$ cat config.mk
export PLATFORM = sky130hd
export DESIGN_NAME = dvfs_governor
export DESIGN_NICKNAME = d
export VERILOG_FILES = /design/src/rtl/dvfs_gov_pkg.sv /design/src/rtl/dvfs_gov_dp.sv /design/src/rtl/dvfs_gov_ctrl.sv /design/src/rtl/dvfs_governor.sv
export SDC_FILE = /design/constraint.sdc
export NUM_CORES = 1
export LEC_CHECK = 0
export CAP_MARGIN = 25
export CORE_MARGIN = 2
export CORE_UTILIZATION = 63
export DETAILED_ROUTE_END_ITERATION = 12
export HOLD_SLACK_MARGIN = 0.03
export PLACE_DENSITY_LB_ADDON = 0.05
export SLEW_MARGIN = 5
export SYNTH_ARGS = -nofsm -noshare
export SYNTH_HDL_FRONTEND = slang
export SYNTH_SLANG_ARGS = --single-unit
$ cat constraint.sdc
create_clock -name clk -period 7.47 [get_ports clk]
set_input_delay 1.494 -clock clk [delete_from_list [all_inputs] [get_ports clk]]
set_output_delay 1.494 -clock clk [all_outputs]
set_load 0.005 [all_outputs]
$ cat src/rtl/dvfs_gov_pkg.sv
package dvfs_gov_pkg;

  // Strobes passed from the window control to the demand datapath.
  typedef struct packed {
    logic sampleDemand;  // last cycle of the window: demand is consumed now
    logic clearBusy;     // restart the busy count at the next edge
  } govStrobes_t;

endpackage

$ cat src/rtl/dvfs_gov_dp.sv
module dvfs_gov_dp
  import dvfs_gov_pkg::*;
#(
  parameter int unsigned WINDOW_LEN = 1 << 20,
  parameter int unsigned NUM_LEVELS = 4,
  parameter int unsigned PEND_W     = 16,
  parameter int unsigned LEVEL_CAP [NUM_LEVELS] = '{32'd262144, 32'd524288, 32'd786432, 32'd1048576},
  localparam int unsigned ACC_W = $clog2(WINDOW_LEN + 1),
  localparam int unsigned DEM_W = ((ACC_W > PEND_W) ? ACC_W : PEND_W) + 1
) (
  input  logic                  clk,
  input  logic                  rstN,
  input  logic                  busyIn,
  input  logic                  workDone,
  input  logic [PEND_W-1:0]     pendingWork,
  input  govStrobes_t           strobes,
  output logic [ACC_W-1:0]      busyAcc,
  output logic [NUM_LEVELS-1:0] fitVec
);

  logic             activeNow;
  logic [DEM_W-1:0] demand;

  // A completion pulse marks a cycle of real work even if the busy flag is low.
  assign activeNow = busyIn | workDone;

  always_ff @(posedge clk) begin
    if (!rstN) begin
      busyAcc <= '0;
    end else if (strobes.clearBusy) begin
      busyAcc <= '0;
    end else if (activeNow) begin
      busyAcc <= busyAcc + ACC_W'(1);
    end
  end

  // The closing cycle's own activity and the queued work both enter the estimate.
  assign demand = DEM_W'(busyAcc) + DEM_W'(activeNow) + DEM_W'(pendingWork);

  // One comparator per level, each against its own capacity threshold.
  generate
    for (genvar g = 0; g < NUM_LEVELS; g++) begin : g_fit
      assign fitVec[g] = (32'(demand) <= LEVEL_CAP[g]);
    end
  endgenerate


  no_overflow_chk: assert property (@(posedge clk) disable iff (!rstN)
    busyAcc <= ACC_W'(WINDOW_LEN));


  busy_restart_chk: assert property (@(posedge clk) disable iff (!rstN)
    strobes.sampleDemand |=> (busyAcc <= ACC_W'(1)));

endmodule

$ cat src/rtl/dvfs_gov_ctrl.sv
module dvfs_gov_ctrl
  import dvfs_gov_pkg::*;
#(
  parameter int unsigned WINDOW_LEN = 1 << 20,
  parameter int unsigned NUM_LEVELS = 4,
  localparam int unsigned CNT_W = $clog2(WINDOW_LEN),
  localparam int unsigned LVL_W = $clog2(NUM_LEVELS)
) (
  input  logic                  clk,
  input  logic                  rstN,
  input  logic [NUM_LEVELS-1:0] fitVec,
  output govStrobes_t           strobes,
  output logic [CNT_W-1:0]      winCnt,
  output logic [LVL_W-1:0]      levelQ,
  output logic                  changeQ
);

  localparam logic [CNT_W-1:0] LAST_CNT = CNT_W'(WINDOW_LEN - 1);
  localparam logic [LVL_W-1:0] TOP_LVL  = LVL_W'(NUM_LEVELS - 1);

  logic             winLast;
  logic [LVL_W-1:0] pickLvl;

  assign winLast = (winCnt == LAST_CNT);

  always_ff @(posedge clk) begin
    if (!rstN) begin
      winCnt <= '0;
    end else if (winLast) begin
      winCnt <= '0;
    end else begin
      winCnt <= winCnt + CNT_W'(1);
    end
  end

  assign strobes.sampleDemand = winLast;
  assign strobes.clearBusy    = winLast;

  // Lowest fitting level wins; nothing fits -> top level.
  always_comb begin
    pickLvl = TOP_LVL;
    for (int i = NUM_LEVELS - 1; i >= 0; i--) begin
      if (fitVec[i]) pickLvl = LVL_W'(i);
    end
  end

  always_ff @(posedge clk) begin
    if (!rstN) begin
      levelQ  <= TOP_LVL;
      changeQ <= 1'b0;
    end else if (winLast) begin
      levelQ  <= pickLvl;
      changeQ <= (pickLvl != levelQ);
    end else begin
      changeQ <= 1'b0;
    end
  end


  win_range_chk: assert property (@(posedge clk) disable iff (!rstN)
    winCnt <= LAST_CNT);


  level_hold_chk: assert property (@(posedge clk) disable iff (!rstN)
    !winLast |=> $stable(levelQ));


  strobe_cause_chk: assert property (@(posedge clk) disable iff (!rstN)
    winLast && (pickLvl != levelQ) |=> changeQ && (levelQ != $past(levelQ)));


  strobe_quiet_chk: assert property (@(posedge clk) disable iff (!rstN)
    !winLast |=> !changeQ);

endmodule

$ cat src/rtl/dvfs_governor.sv
module dvfs_governor
  import dvfs_gov_pkg::*;
#(
  parameter int unsigned WINDOW_LEN = 1 << 20,
  parameter int unsigned NUM_LEVELS = 4,
  parameter int unsigned PEND_W     = 16,
  parameter int unsigned LEVEL_CAP [NUM_LEVELS] = '{32'd262144, 32'd524288, 32'd786432, 32'd1048576},
  localparam int unsigned LVL_W = $clog2(NUM_LEVELS),
  localparam int unsigned CNT_W = $clog2(WINDOW_LEN),
  localparam int unsigned ACC_W = $clog2(WINDOW_LEN + 1)
) (
  input  logic              clk,
  input  logic              rstN,
  input  logic              busyIn,
  input  logic              workDone,
  input  logic [PEND_W-1:0] pendingWork,
  output logic [LVL_W-1:0]  level,
  output logic              levelChange
);

  govStrobes_t           strobes;
  logic [NUM_LEVELS-1:0] fitVec;
  logic [ACC_W-1:0]      busyAcc;
  logic [CNT_W-1:0]      winCnt;

  dvfs_gov_dp #(
    .WINDOW_LEN(WINDOW_LEN),
    .NUM_LEVELS(NUM_LEVELS),
    .PEND_W    (PEND_W),
    .LEVEL_CAP (LEVEL_CAP)
  ) u_dp (
    .clk        (clk),
    .rstN       (rstN),
    .busyIn     (busyIn),
    .workDone   (workDone),
    .pendingWork(pendingWork),
    .strobes    (strobes),
    .busyAcc    (busyAcc),
    .fitVec     (fitVec)
  );

  dvfs_gov_ctrl #(
    .WINDOW_LEN(WINDOW_LEN),
    .NUM_LEVELS(NUM_LEVELS)
  ) u_ctrl (
    .clk    (clk),
    .rstN   (rstN),
    .fitVec (fitVec),
    .strobes(strobes),
    .winCnt (winCnt),
    .levelQ (level),
    .changeQ(levelChange)
  );

  // one busy count per elapsed cycle of the window at most
  busy_bound_chk: assert property (@(posedge clk) disable iff (!rstN)
    ACC_W'(busyAcc) <= ACC_W'(winCnt));

endmodule

==> flow_metrics.py <==
metrics = {
    "sta": {
        "rsz0062_at_grt": "false",
        "drv_slew": 0,
        "worstMarginPinSlew_ps": 630,
        "finalSetupTns_ps": 0,
        "skew_ps": 7.06,
        "maxSlewHeadroom": 0.576,
        "hold_viol_final": 0,
        "max_freq_mhz": 209,
        "min_period_ps": 4780,
        "setup_viol": 0,
        "whs_ps": 485,
        "timing.final.crit_share": 0.640,
    },
    "synth": {
        "synth_compound_area_frac": 0.193,
        "synth-xor-area-share": 0.124,
        "syn_area_per_cell_um2": 8.04,
        "synth_area_leaders": "dfxtp_1 (31%), xor2_1 (7.6%), nor2_1 (7.4%)",
        "synth_nets": 398,
        "synth_edf_count": 0,
        "yosysSeqAreaShare": 0.305,
        "ys_warn_count": 0,
        "synth_top_area_cell": "dfxtp_1",
        "synthMuxAreaShare": 0.0139,
        "yosys.area.top_type_share": 0.305,
        "synthCells": 359,
        "synth_fa_ha_area_frac": 0.0875,
        "ys.flop_type": "dfxtp_1",
        "async_flop_share": 0,
        "ys_types": 55,
        "synth_area_mm2": 0.00289,
        "synthSimpleGateAreaFrac": 0.252,
        "ys_seq_elements": 44,
        "synth_top_family_by_area": "simple AND/OR/NAND/NOR gates",
    },
    "final_layout": {
        "final-instance-count-excl-fill": 432,
        "drive_above_1_share": 0.0526,
        "synthToLayoutAreaGrowth_pct": 13.0,
        "final_nets": 418,
        "multi_input_area_mm2": 0.00194,
        "diodes": 0,
        "fin_util": 0.744,
        "fillers": 350,
        "register_area_um2": 881,
    },
    "global_route": {
        "grt_max_degree": 30,
        "overflow": 0,
        "grt_usage": 0.261,
        "grt_pass1_wl_mm": 10.7,
        "antenna_found_initial": 0,
        "grt_pass1_vias": 2458,
    },
    "cts": {
        "clockBufferDepth": 2,
        "cts_inserted_buffers": 5,
        "h-tree-depth": 2,
        "cts_setup_buffers": 0,
        "clk_pin_slew_ps": 90,
        "hold_buffers": 0,
        "clock_sinks": 44,
        "cts-resized-gates": 0,
        "cts-root-buf": "clkbuf_8",
        "clock_latency_ps": 300,
        "cts_tree": "yes",
    },
    "placed_design": {
        "placed_cells_incl_taps": 424,
        "gp_congestion": 0.904,
        "io_buffers": 22,
        "dp_hpwl_mm": 4.69,
    },
    "pwr": {
        "max-vdd-ir-drop_mv": 0.151,
        "power_density_mw_per_mm2": 150,
        "p_leak_nw": 1.26,
    },
    "critical_path": {
        "cp-start-kind": "input port",
        "cp_cell_sequence": "clkdlybuf4s50_1, or2_2, fa_1, fa_1, a211oi_1, o211ai_1, a31oi_1, and2_1, nor3_1, o22ai_4, o21ai_0, nor3b_1, a211oi_1",
        "critPathKind": "input port to flip-flop",
        "crit_slowest_cell": "fa_1",
        "worstPathMaxFanout": 6,
        "crit_family": "compound AO/OA/AOI/OAI gates",
        "max_stage_delay_ps": 460,
        "crit_arrival_ps": 4970,
        "crit_path_end_kind": "flip-flop",
        "cp.required_ps": 7650,
        "crit_buf_inv": 1,
    },
    "die": {
        "die-width_um": 71.7,
        "die-area_mm2": 0.00514,
        "io_pins": 23,
        "core_mm2": 0.00438,
        "num_rows": 24,
        "initial_core_util": 0.659,
        "die_h_um": 71.7,
    },
    "drt": {
        "post-route-drc-count": 0,
        "drt_first_pass_iters": 5,
        "drt_iter0_drc": 190,
        "antenna_left": 0,
        "wire_per_inst_um": 14.6,
        "routed_via_density": 6.08,
        "wirelength_mm": 6.29,
        "num_vias": 2627,
    },
    "min_path": {
        "hp-class": "flip-flop to flip-flop",
    },
    "flow_run": {
        "cap_violations": 0,
    },
    "run_status": {
        "status": "finished clean",
    },
}
==> where the power goes <==
part           internal [mW]  total (mW)  switching [mW]  leakage, nW
Clock                  0.109       0.192          0.0829       0.0614
Sequential             0.237       0.241         0.00401        0.355
Combinational         0.0278      0.0564          0.0286        0.843
Total                  0.374       0.490           0.116         1.26
==> synthesized netlist by cell type, types with 2 or more instances <==
cell type / instances
or2_2: 4
nand2_1: 32
inv_1: 8
nand4b_1: 2
a21boi_0: 2
fa_1: 2
xor2_1: 25
a2111oi_0: 2
xnor2_1: 16
a21oi_1: 21
a211oi_1: 4
o211ai_1: 3
mux2i_1: 4
clkbuf_1: 8
a21o_1: 3
o2111ai_1: 2
o21ai_0: 16
nor2b_1: 2
o31ai_1: 2
o21bai_1: 4
a31oi_1: 3
nand4_1: 11
nand3_1: 13
dfxtp_1: 44
o22a_1: 2
and2_1: 2
and4_1: 2
or3_1: 4
and3_1: 9
o21a_1: 4
nor3_1: 7
nor2_1: 57
ha_1: 17
==> worst paths after layout <==
kind                                startpoint                           to  slack, ps  cells past startpoint
setup / recovery                      workDone    u_ctrl.changeQ$_SDFF_PN0_       2690                     13
setup reg to reg  u_dp.busyAcc[0]$_SDFFE_PP0P_    u_ctrl.changeQ$_SDFF_PN0_       4240                     11
hold / removal     u_ctrl.winCnt[0]$_SDFF_PP0_  u_ctrl.winCnt[0]$_SDFF_PP0_        480                      1
hold reg to reg    u_ctrl.winCnt[0]$_SDFF_PP0_  u_ctrl.winCnt[0]$_SDFF_PP0_        480                      1
==> state kept, by name (all words and copies together), names as in the netlist <==
| name | flops |
|---|---|
| u_ctrl.changeQ | 1 |
| u_ctrl.winCnt | 20 |
| u_dp.busyAcc | 21 |
| u_ctrl.levelQ | 2 |
==> placed cells by master (no fill, tap or decap), drive strengths merged, types with 3 or more instances in the layout <==
| cell | n |
|---|---|
| nor2 | 57 |
| dfxtp | 44 |
| nand2 | 32 |
| xor2 | 25 |
| a21oi | 23 |
| clkdlybuf4s50 | 22 |
| ha | 17 |
| o21ai | 17 |
| xnor2 | 16 |
| nand3 | 13 |
| nand4 | 11 |
| and3 | 9 |
| inv | 8 |
| nor3 | 7 |
| clkbuf | 6 |
| or2 | 4 |
| mux2i | 4 |
| or3 | 4 |
| o21a | 4 |
| a211oi | 4 |
| o21bai | 4 |
| a21o | 3 |
| o211ai | 3 |
| a31oi | 3 |
| a21boi | 3 |
==> kinds of logic (layout without fill, tap and decap cells) <==
family | Yosys count | in the layout
buffers and inverters | 18 | 39
xor gates and xnor gates | 41 | 41
AOI/OAI and AO/OA | 81 | 81
DFF | 44 | 44
muxes | 4 | 4
and+or+nand+nor | 152 | 152
adders and majority gates | 19 | 19
==> metal layers <==
layer,vias to the layer above,track usage,part of all wire
met5,-,0,0
met4,0,0.103,0.019
met3,11,0.0534,0.057
met2,80,0.401,0.45
met1,1213,0.360,0.48
li1,1323,-,-
==> metrics by stage <==
step                setup slack, ps  area (um^2)  total power [mW]
floorplan                      3100         2890             0.282
global placement               2590         3140             0.301
detailed placement             2450         3140             0.302
CTS                            2770         3260             0.495
global route                   2490         3260             0.507
finish                         2690         3260             0.490
==> worst reg2reg max path: cells and delay by family, from the launching register on <==
family	cells	cell delay (ps)
AO/OA/AOI/OAI	6	1220
adder cells (fa/ha/maj)	2	910
flip-flops	1	370
AND/OR/NAND/NOR	3	610
==> layout make-up <==
class / count / area share
Clock inverter: 2 / 0.0119
Sequential cell: 44 / 0.270
Inverter: 8 / 0.00920
Clock buffer: 6 / 0.0253
Multi-Input combinational cell: 297 / 0.594
Timing Repair Buffer: 23 / 0.0698
Tap cell: 52 / 0.0199
No activity file was read; power rests on OpenSTA's default activity.
